--- src/rtl/phy_led_ctrl.sv ---
module phy_led_ctrl #(
  parameter int unsigned CLK_FREQ_HZ = 25_000_000,
  parameter int unsigned HOLD_MS     = 128
) (
  input  logic       clk,
  input  logic       rst_n,
  input  logic [3:0] strap_pol,
  input  logic       crs,
  input  logic       link_ok_10,
  input  logic       link_ok_100,
  input  logic       speed_100,
  input  logic       full_duplex,
  input  logic       aneg_busy,
  input  logic       isolate,
  output logic       led_act,
  output logic       led_link,
  output logic       led_spd,
  output logic       led_fdx
);

  localparam int unsigned HOLD_CYCLES = (CLK_FREQ_HZ / 1000) * HOLD_MS;
  localparam int unsigned CNT_W       = $clog2(HOLD_CYCLES + 1);
  localparam int unsigned NIN         = 7;

  logic [NIN-1:0]   meta_q, sync_q;
  logic [3:0]       pol_q;
  logic [CNT_W-1:0] hold_cnt;

  logic crs_s, l10_s, l100_s, spd_s, fdx_s, aneg_s, iso_s;
  logic hold_busy;
  logic [3:0] logical, pol_eff;

  assign {iso_s, aneg_s, fdx_s, spd_s, l100_s, l10_s, crs_s} = sync_q;

  always_ff @(posedge clk) begin
    if (!rst_n) begin
      meta_q   <= '0;
      sync_q   <= '0;
      hold_cnt <= '0;
      pol_q    <= strap_pol;
    end else begin
      meta_q <= {isolate, aneg_busy, full_duplex, speed_100,
                 link_ok_100, link_ok_10, crs};
      sync_q <= meta_q;
      if (crs_s)
        hold_cnt <= CNT_W'(HOLD_CYCLES);
      else if (hold_busy)
        hold_cnt <= hold_cnt - CNT_W'(1);
    end
  end

  assign hold_busy = (hold_cnt != '0);

  logic link_on;
  assign link_on = spd_s ? l100_s : l10_s;

  assign logical[0] = crs_s | hold_busy;
  assign logical[1] = link_on;
  assign logical[2] = ~iso_s & (spd_s | aneg_s);
  assign logical[3] = fdx_s & link_on;

  assign pol_eff = rst_n ? pol_q : strap_pol;

  logic [3:0] pins;
  assign pins = (rst_n ? logical : 4'b0000) ^ pol_eff;

  assign {led_fdx, led_spd, led_link, led_act} = pins;

endmodule


--- config.mk ---
export PLATFORM = sky130hd
export DESIGN_NAME = phy_led_ctrl
export DESIGN_NICKNAME = d
export VERILOG_FILES = /design/src/rtl/phy_led_ctrl.sv
export SDC_FILE = /design/constraint.sdc
export NUM_CORES = 1
export LEC_CHECK = 0
export ABC_AREA = 1
export ABC_CLOCK_PERIOD_IN_PS = 2900
export BUFFER_PORTS_ARGS = -buffer_cell sky130_fd_sc_hd__buf_2
export CAP_MARGIN = 20
export CORE_MARGIN = 4
export CORE_UTILIZATION = 40
export CTS_BUF_LIST = sky130_fd_sc_hd__clkbuf_16
export DETAILED_ROUTE_END_ITERATION = 10
export REMOVE_ABC_BUFFERS = 1
export SYNTH_ARGS = -nofsm -noshare
export SYNTH_HDL_FRONTEND = slang
export SYNTH_SLANG_ARGS = --single-unit
--- constraint.sdc ---
create_clock -name clk -period 2.9 [get_ports clk]
set_clock_uncertainty 0.05 [all_clocks]
set_input_delay 0.58 -clock clk [delete_from_list [all_inputs] [get_ports clk]]
set_output_delay 0.58 -clock clk [all_outputs]
set_load 0.02 [all_outputs]
==> results.sh, run 1 <==
export IMPL_min_to="sync_q[4]$_SDFF_PN0_"
export IMPL_area_growth_pct=15.9
export IMPL_ant_nets=0
export IMPL_crit_fanout=16
export IMPL_finalNetCount=305
export IMPL_yosys_warnings=0
export IMPL_fin_util_pct=49.1
export IMPL_synthDistinctLibCells=26
export IMPL_ios=17
export IMPL_dp_hpwl_mm=2.81
export IMPL_yosys_register_bits=40
export IMPL_p_sw_uw=1280
export IMPL_hold_violations=0
export IMPL_final_cell_mix="71 x nand2_1, 44 x nor2_1, 40 x dfxtp_1"
export IMPL_worstSetupStartpointType="flip-flop"
export IMPL_intPower_uw=1580
export IMPL_reg2reg_to="hold_cnt[20]$_SDFFE_PN0N_"
export IMPL_timing_rr_start="hold_cnt[0]$_SDFFE_PP0P_"
export IMPL_place_area_mm2=0.00201
export IMPL_cpMaxStageDelayCell="dfxtp_1"
export IMPL_drive_above_1_share_pct=14.4
export IMPL_start_util_pct=42.4
export IMPL_finalSetupViolCount=0
export IMPL_num_vias=1610
export IMPL_wl_met1_mm=1.84
export IMPL_powerDensity_mw_per_mm2=1310
export IMPL_seq_power_share_pct=29.1
export IMPL_stdcell_area_mm2=0.00218
export IMPL_arrival_ps=1950
export IMPL_coreArea_mm2=0.00444
export IMPL_max_freq_mhz=387
export IMPL_drt_wl_total_mm=3.84
export IMPL_path_cells="inv_1 -> ha_1 -> nand2_1 -> nor2_2 -> nand3_4 -> o21ai_2 -> xor2_1 -> buf_2"
export IMPL_die_h_um=76.6
export IMPL_p_sw_share_pct=44.7
export IMPL_met2_length_mm=1.69
export IMPL_highest_layer="met4"
export IMPL_yosysSeqAreaShare_pct=42.5
export IMPL_period_share_pct=89.1
export IMPL_grt_usage_pct=14.2
export IMPL_worst_pin_slew_ps=411
export IMPL_comb_power_share_pct=48.9
export IMPL_worst_path_buf_inv=2
export IMPL_maxCapViolCount=0
export IMPL_critical_path_required_ps=2270
export IMPL_rsz0062_at_grt="no"
export IMPL_vias_per_cell=4.69
export IMPL_netlist_area_mm2=0.00188
export IMPL_antenna_cells=0
export IMPL_cts_sinks=40
export IMPL_peakVddDrop_uv=578
export IMPL_yosys_area_top_type="dfxtp_1"
export IMPL_clockBufferDepth=2
export IMPL_hold_path_class="flip-flop to flip-flop"
export IMPL_min_period_ps=2580
export IMPL_cts_resized=0
export IMPL_slew_violations=0
export IMPL_slew_headroom_pct=72.5
export IMPL_yosysTopAreaCellShare_pct=42.5
export IMPL_netlist_top_cells_area="dfxtp_1 43%, nand2_1 14%, nor2_1 8.8%"
export IMPL_drc_errors=0
export IMPL_rows=24
export IMPL_first_iter_violations=83
export IMPL_cts_made_buffers=5
export IMPL_post_cts_buffers=0
export IMPL_grt_start_max_net_pins=21
export IMPL_cts_tree="built"
export IMPL_rr_worst_depth=10
export IMPL_gr_total_overflow=0
export IMPL_wire_per_inst_um=11.2
export IMPL_max_stage_delay_ps=310
export IMPL_grt_antenna_before_repair=0
export IMPL_ctsHtreeMaxLevel=2
export IMPL_p_clk_share_pct=21.9
export IMPL_avgSynthCellArea_um2=6.95
export IMPL_port_buffers=16
export IMPL_path_class="flip-flop to output port"
export IMPL_min_from="meta_q[4]$_SDFF_PN0_"
export IMPL_clk_latency_ps=280
export IMPL_grt_pass1_wl_mm=6.61
export IMPL_grt_pass1_vias=1441
export IMPL_synth_cells=271
export IMPL_setup_tns_ps=0
export IMPL_regToRegSetupSlack_ps=1210
export IMPL_final_common_cell="nand2_1"
export IMPL_dr_pass1_iters=6
export IMPL_hold_depth=2
export IMPL_die_area_mm2=0.00587
export IMPL_clkTransAtPathRegs_ps=60
export IMPL_clock_root_buffer="clkbuf_16"
export IMPL_globalplace_congestion=0.909
export IMPL_hold_buffers=0
export IMPL_wl_met3_um=212
export IMPL_critPathCaptureType="output port"
export IMPL_p_leak_uw=0.00114
export IMPL_die_w_um=76.6
export IMPL_crit_family="simple AND/OR/NAND/NOR gates"
export IMPL_outcome="finished clean"
## area by class of cell
class	count	area, um^2
clock buffers	5	125
clock inverters	3	47.5
fillers	445	2260
inverters	36	135
multi-input cells	190	922
flip-flops and latches	40	801
well taps	52	65.1
repair buffers	17	87.6
## synthesized netlist by cell type (all sizes together)
library cell	number
nand2	72
nor2	55
dfxtp	40
inv	36
nand3	21
a21oi	12
o21ai	8
xnor2	6
nand4	5
xor2	5
buf	4
ha	2
a21o	1
clkbuf	1
nand3b	1
nor3	1
or2	1
## power groups by stage
| stage | clock (uW) | combinational, uW | sequential [uW] |
|---|---|---|---|
| after floorplan | 0 | 1120 | 806 |
| after global placement | 0 | 1370 | 839 |
| after CTS | 639 | 1390 | 831 |
| after global routing | 669 | 1590 | 852 |
| final | 626 | 1400 | 832 |
| after detailed placement | 0 | 1370 | 840 |
## worst reg2reg max path: cells and delay by family (launching register included)
| kind | cells | cell delay [ps] |
|---|---|---|
| flops | 1 | 310 |
| buf+inv | 2 | 230 |
| simple gates | 7 | 740 |
| fa+ha+maj | 1 | 320 |
## metrics by stage
step / std cells / hold slack (ps) / setup WS (ps) / total power [uW]
CTS: 343 / 361 / 299 / 2860
global placement: 335 / 344 / 621 / 2210
floorplan: 266 / 340 / 759 / 1930
global route: 343 / 381 / 151 / 3110
finish: 343 / 360 / 316 / 2860
detailed placement: 335 / 347 / 619 / 2210
## state kept, by name, indices dropped and copies added, names as in the netlist
signal,cells
sync_q,7
pol_q,4
hold_cnt,22
meta_q,7
## per-layer routing
| metal | vias to the layer above | GRT usage (%) |
|---|---|---|
| li1 | 873 | - |
| met1 | 685 | 17.9 |
| met2 | 42 | 21.8 |
| met3 | 10 | 5.32 |
| met4 | 0 | 5.43 |
| met5 | - | 0 |
## cell families after synthesis
family / synth area share, %
xor+xnor: 5.12
flops: 42.5
fa+ha+maj: 1.33
buf+inv: 8.50
simple gates: 36.6
compound gates: 5.91
## worst max-delay path by stage
stage / from / end / cells after the start
floorplan: hold_cnt[0]$_SDFFE_PP0P_ / led_act / 7
global placement: hold_cnt[0]$_SDFFE_PP0P_ / led_act / 8
detailed placement: hold_cnt[0]$_SDFFE_PP0P_ / led_act / 8
CTS: hold_cnt[0]$_SDFFE_PP0P_ / led_act / 8
global route: hold_cnt[0]$_SDFFE_PP0P_ / led_act / 8
finish: hold_cnt[0]$_SDFFE_PP0P_ / led_act / 8
Note: power is estimated with default switching activity, not from simulation.
==> inputs of run 2 (changes only) <==
--- a/config.mk
+++ b/config.mk
@@ -10,9 +10,10 @@
 export BUFFER_PORTS_ARGS = -buffer_cell sky130_fd_sc_hd__buf_2
 export CAP_MARGIN = 20
 export CORE_MARGIN = 4
-export CORE_UTILIZATION = 40
+export CORE_UTILIZATION = 50
 export CTS_BUF_LIST = sky130_fd_sc_hd__clkbuf_16
 export DETAILED_ROUTE_END_ITERATION = 10
+export PLACE_DENSITY = 0.69
 export REMOVE_ABC_BUFFERS = 1
 export SYNTH_ARGS = -nofsm -noshare
 export SYNTH_HDL_FRONTEND = slang
==> results.sh, run 2 (synthesis gave the netlist of run 1 again) <==
export IMPL_top_regs="hold_cnt: 22 flops, meta_q: 7 flops, sync_q: 7 flops"
export IMPL_die_w_um=69.4
export IMPL_path_cells="inv_1 -> ha_1 -> nand2_1 -> nor2_2 -> nand3_4 -> o21ai_2 -> xor2_1 -> buf_2"
export IMPL_top_register="hold_cnt"
export IMPL_vias_per_cell=4.85
export IMPL_ant_nets=0
export IMPL_hold_violations=0
export IMPL_peakVddDrop_uv=588
export IMPL_min_to="sync_q[5]$_SDFF_PN0_"
export IMPL_rsz0062_at_grt="no"
export IMPL_grt_pass1_wl_mm=6.63
export IMPL_whs_ps=360
export IMPL_grt_start_max_net_pins=21
export IMPL_p_leak_uw=0.00113
export IMPL_grt_antenna_before_repair=0
export IMPL_finalSetupViolCount=0
export IMPL_max_freq_mhz=385
export IMPL_place_inst=331
export IMPL_worstSetupStartpointType="flip-flop"
export IMPL_ios=17
export IMPL_arrival_ps=1970
export IMPL_grt_pass1_vias=1517
export IMPL_die_area_mm2=0.00481
export IMPL_grt_usage_pct=17.2
export IMPL_rr_worst_depth=10
export IMPL_regToRegSetupSlack_ps=1220
export IMPL_stdcell_count=339
export IMPL_crit_fanout=16
export IMPL_hold_path_class="flip-flop to flip-flop"
export IMPL_final_cell_mix="71 x nand2_1, 44 x nor2_1, 40 x dfxtp_1"
export IMPL_max_stage_delay_ps=310
export IMPL_cts_tree="built"
export IMPL_critical_path_required_ps=2270
export IMPL_ctsHtreeMaxLevel=2
export IMPL_outcome="finished clean"
export IMPL_fill_cells=337
export IMPL_hold_depth=2
export IMPL_start_util_pct=51.4
export IMPL_coreArea_mm2=0.00366
export IMPL_cts_sinks=40
export IMPL_finalNetCount=305
export IMPL_gr_total_overflow=0
export IMPL_reg2reg_to="hold_cnt[20]$_SDFFE_PN0N_"
export IMPL_min_from="meta_q[5]$_SDFF_PN0_"
export IMPL_first_iter_violations=87
export IMPL_cts_made_buffers=5
export IMPL_antenna_cells=0
export IMPL_slew_violations=0
export IMPL_clkTransAtPathRegs_ps=60
export IMPL_slew_headroom_pct=72.9
export IMPL_powerDensity_mw_per_mm2=1320
export IMPL_worst_path_buf_inv=2
export IMPL_wire_per_inst_um=11.5
export IMPL_path_class="flip-flop to output port"
export IMPL_post_cts_buffers=0
export IMPL_die_h_um=69.4
export IMPL_hold_buffers=0
export IMPL_dp_hpwl_mm=2.89
export IMPL_area_growth_pct=15.6
export IMPL_min_period_ps=2600
export IMPL_timing_rr_start="hold_cnt[0]$_SDFFE_PP0P_"
export IMPL_globalplace_congestion=0.893
export IMPL_rows=22
export IMPL_path_depth=8
export IMPL_setup_tns_ps=0
export IMPL_final_common_cell="nand2_1"
export IMPL_crit_family="simple AND/OR/NAND/NOR gates"
export IMPL_clockBufferDepth=2
export IMPL_clock_root_buffer="clkbuf_16"
export IMPL_dr_pass1_iters=5
export IMPL_drive_above_1_share_pct=14.4
export IMPL_cts_resized=0
export IMPL_worst_pin_slew_ps=407
export IMPL_critPathCaptureType="output port"
export IMPL_drt_wl_total_mm=3.91
export IMPL_stdcell_area_mm2=0.00218
export IMPL_period_share_pct=89.6
export IMPL_cpMaxStageDelayCell="dfxtp_1"
export IMPL_num_vias=1645
export IMPL_port_buffers=16
export IMPL_maxCapViolCount=0
export IMPL_drc_errors=0
export IMPL_place_area_mm2=0.00201
export IMPL_clk_latency_ps=280
export IMPL_largest_register_ffs=22
## run 2: final cells by class
class,count,area [um^2],share of cell area (%)
repair buffers,17,87.6,4.02
flip-flops and latches,40,801,36.8
well taps,48,60.1,2.76
clock buffers,5,125,5.75
clock inverters,3,46.3,2.13
multi-input cells,190,922,42.4
inverters,36,135,6.21
## run 2: worst min-delay path, delay by kind of cell, from the launching register on
family        cells  cell delay (ps)
buf+inv           1               40
flops             1              300
simple gates      1               40
## run 2: worst max path at each step
| stage | startpoint | end | slack (ps) |
|---|---|---|---|
| final | hold_cnt[0]$_SDFFE_PP0P_ | led_act | 300 |
| after floorplan | hold_cnt[0]$_SDFFE_PP0P_ | led_act | 760 |
| after global placement | rst_n | led_act | 650 |
| after global routing | hold_cnt[0]$_SDFFE_PP0P_ | led_act | 150 |
| after CTS | hold_cnt[0]$_SDFFE_PP0P_ | led_act | 300 |
| after detailed placement | hold_cnt[0]$_SDFFE_PP0P_ | led_act | 630 |
## run 2: per-stage QoR
step           setup WS, ps  utilization [%]  total power (uW)
2_1_floorplan           759                -              1930
3_3_place_gp            646             54.8              2190
3_5_place_dp            625             54.8              2220
4_1_cts                 300             59.5              2860
5_1_grt                 149             59.5              3100
6_report                301             59.5              2860
## run 2: layer usage
metal | GRT usage, % | routed length, um | part of all wire (%) | vias up
met5 | 0 | 0 | 0 | -
met4 | 7.81 | 54 | 1.4 | 0
met3 | 3.91 | 180 | 4.6 | 5
met2 | 28.5 | 1800 | 46 | 22
met1 | 21.3 | 1870 | 48 | 746
li1 | - | - | - | 872
## run 2: power by group
part	total (uW)	internal (uW)	leakage, uW	switching [uW]
sequential	833	696	0.000330	137
clock	629	408	0.0000804	221
combinational	1400	475	0.000723	926
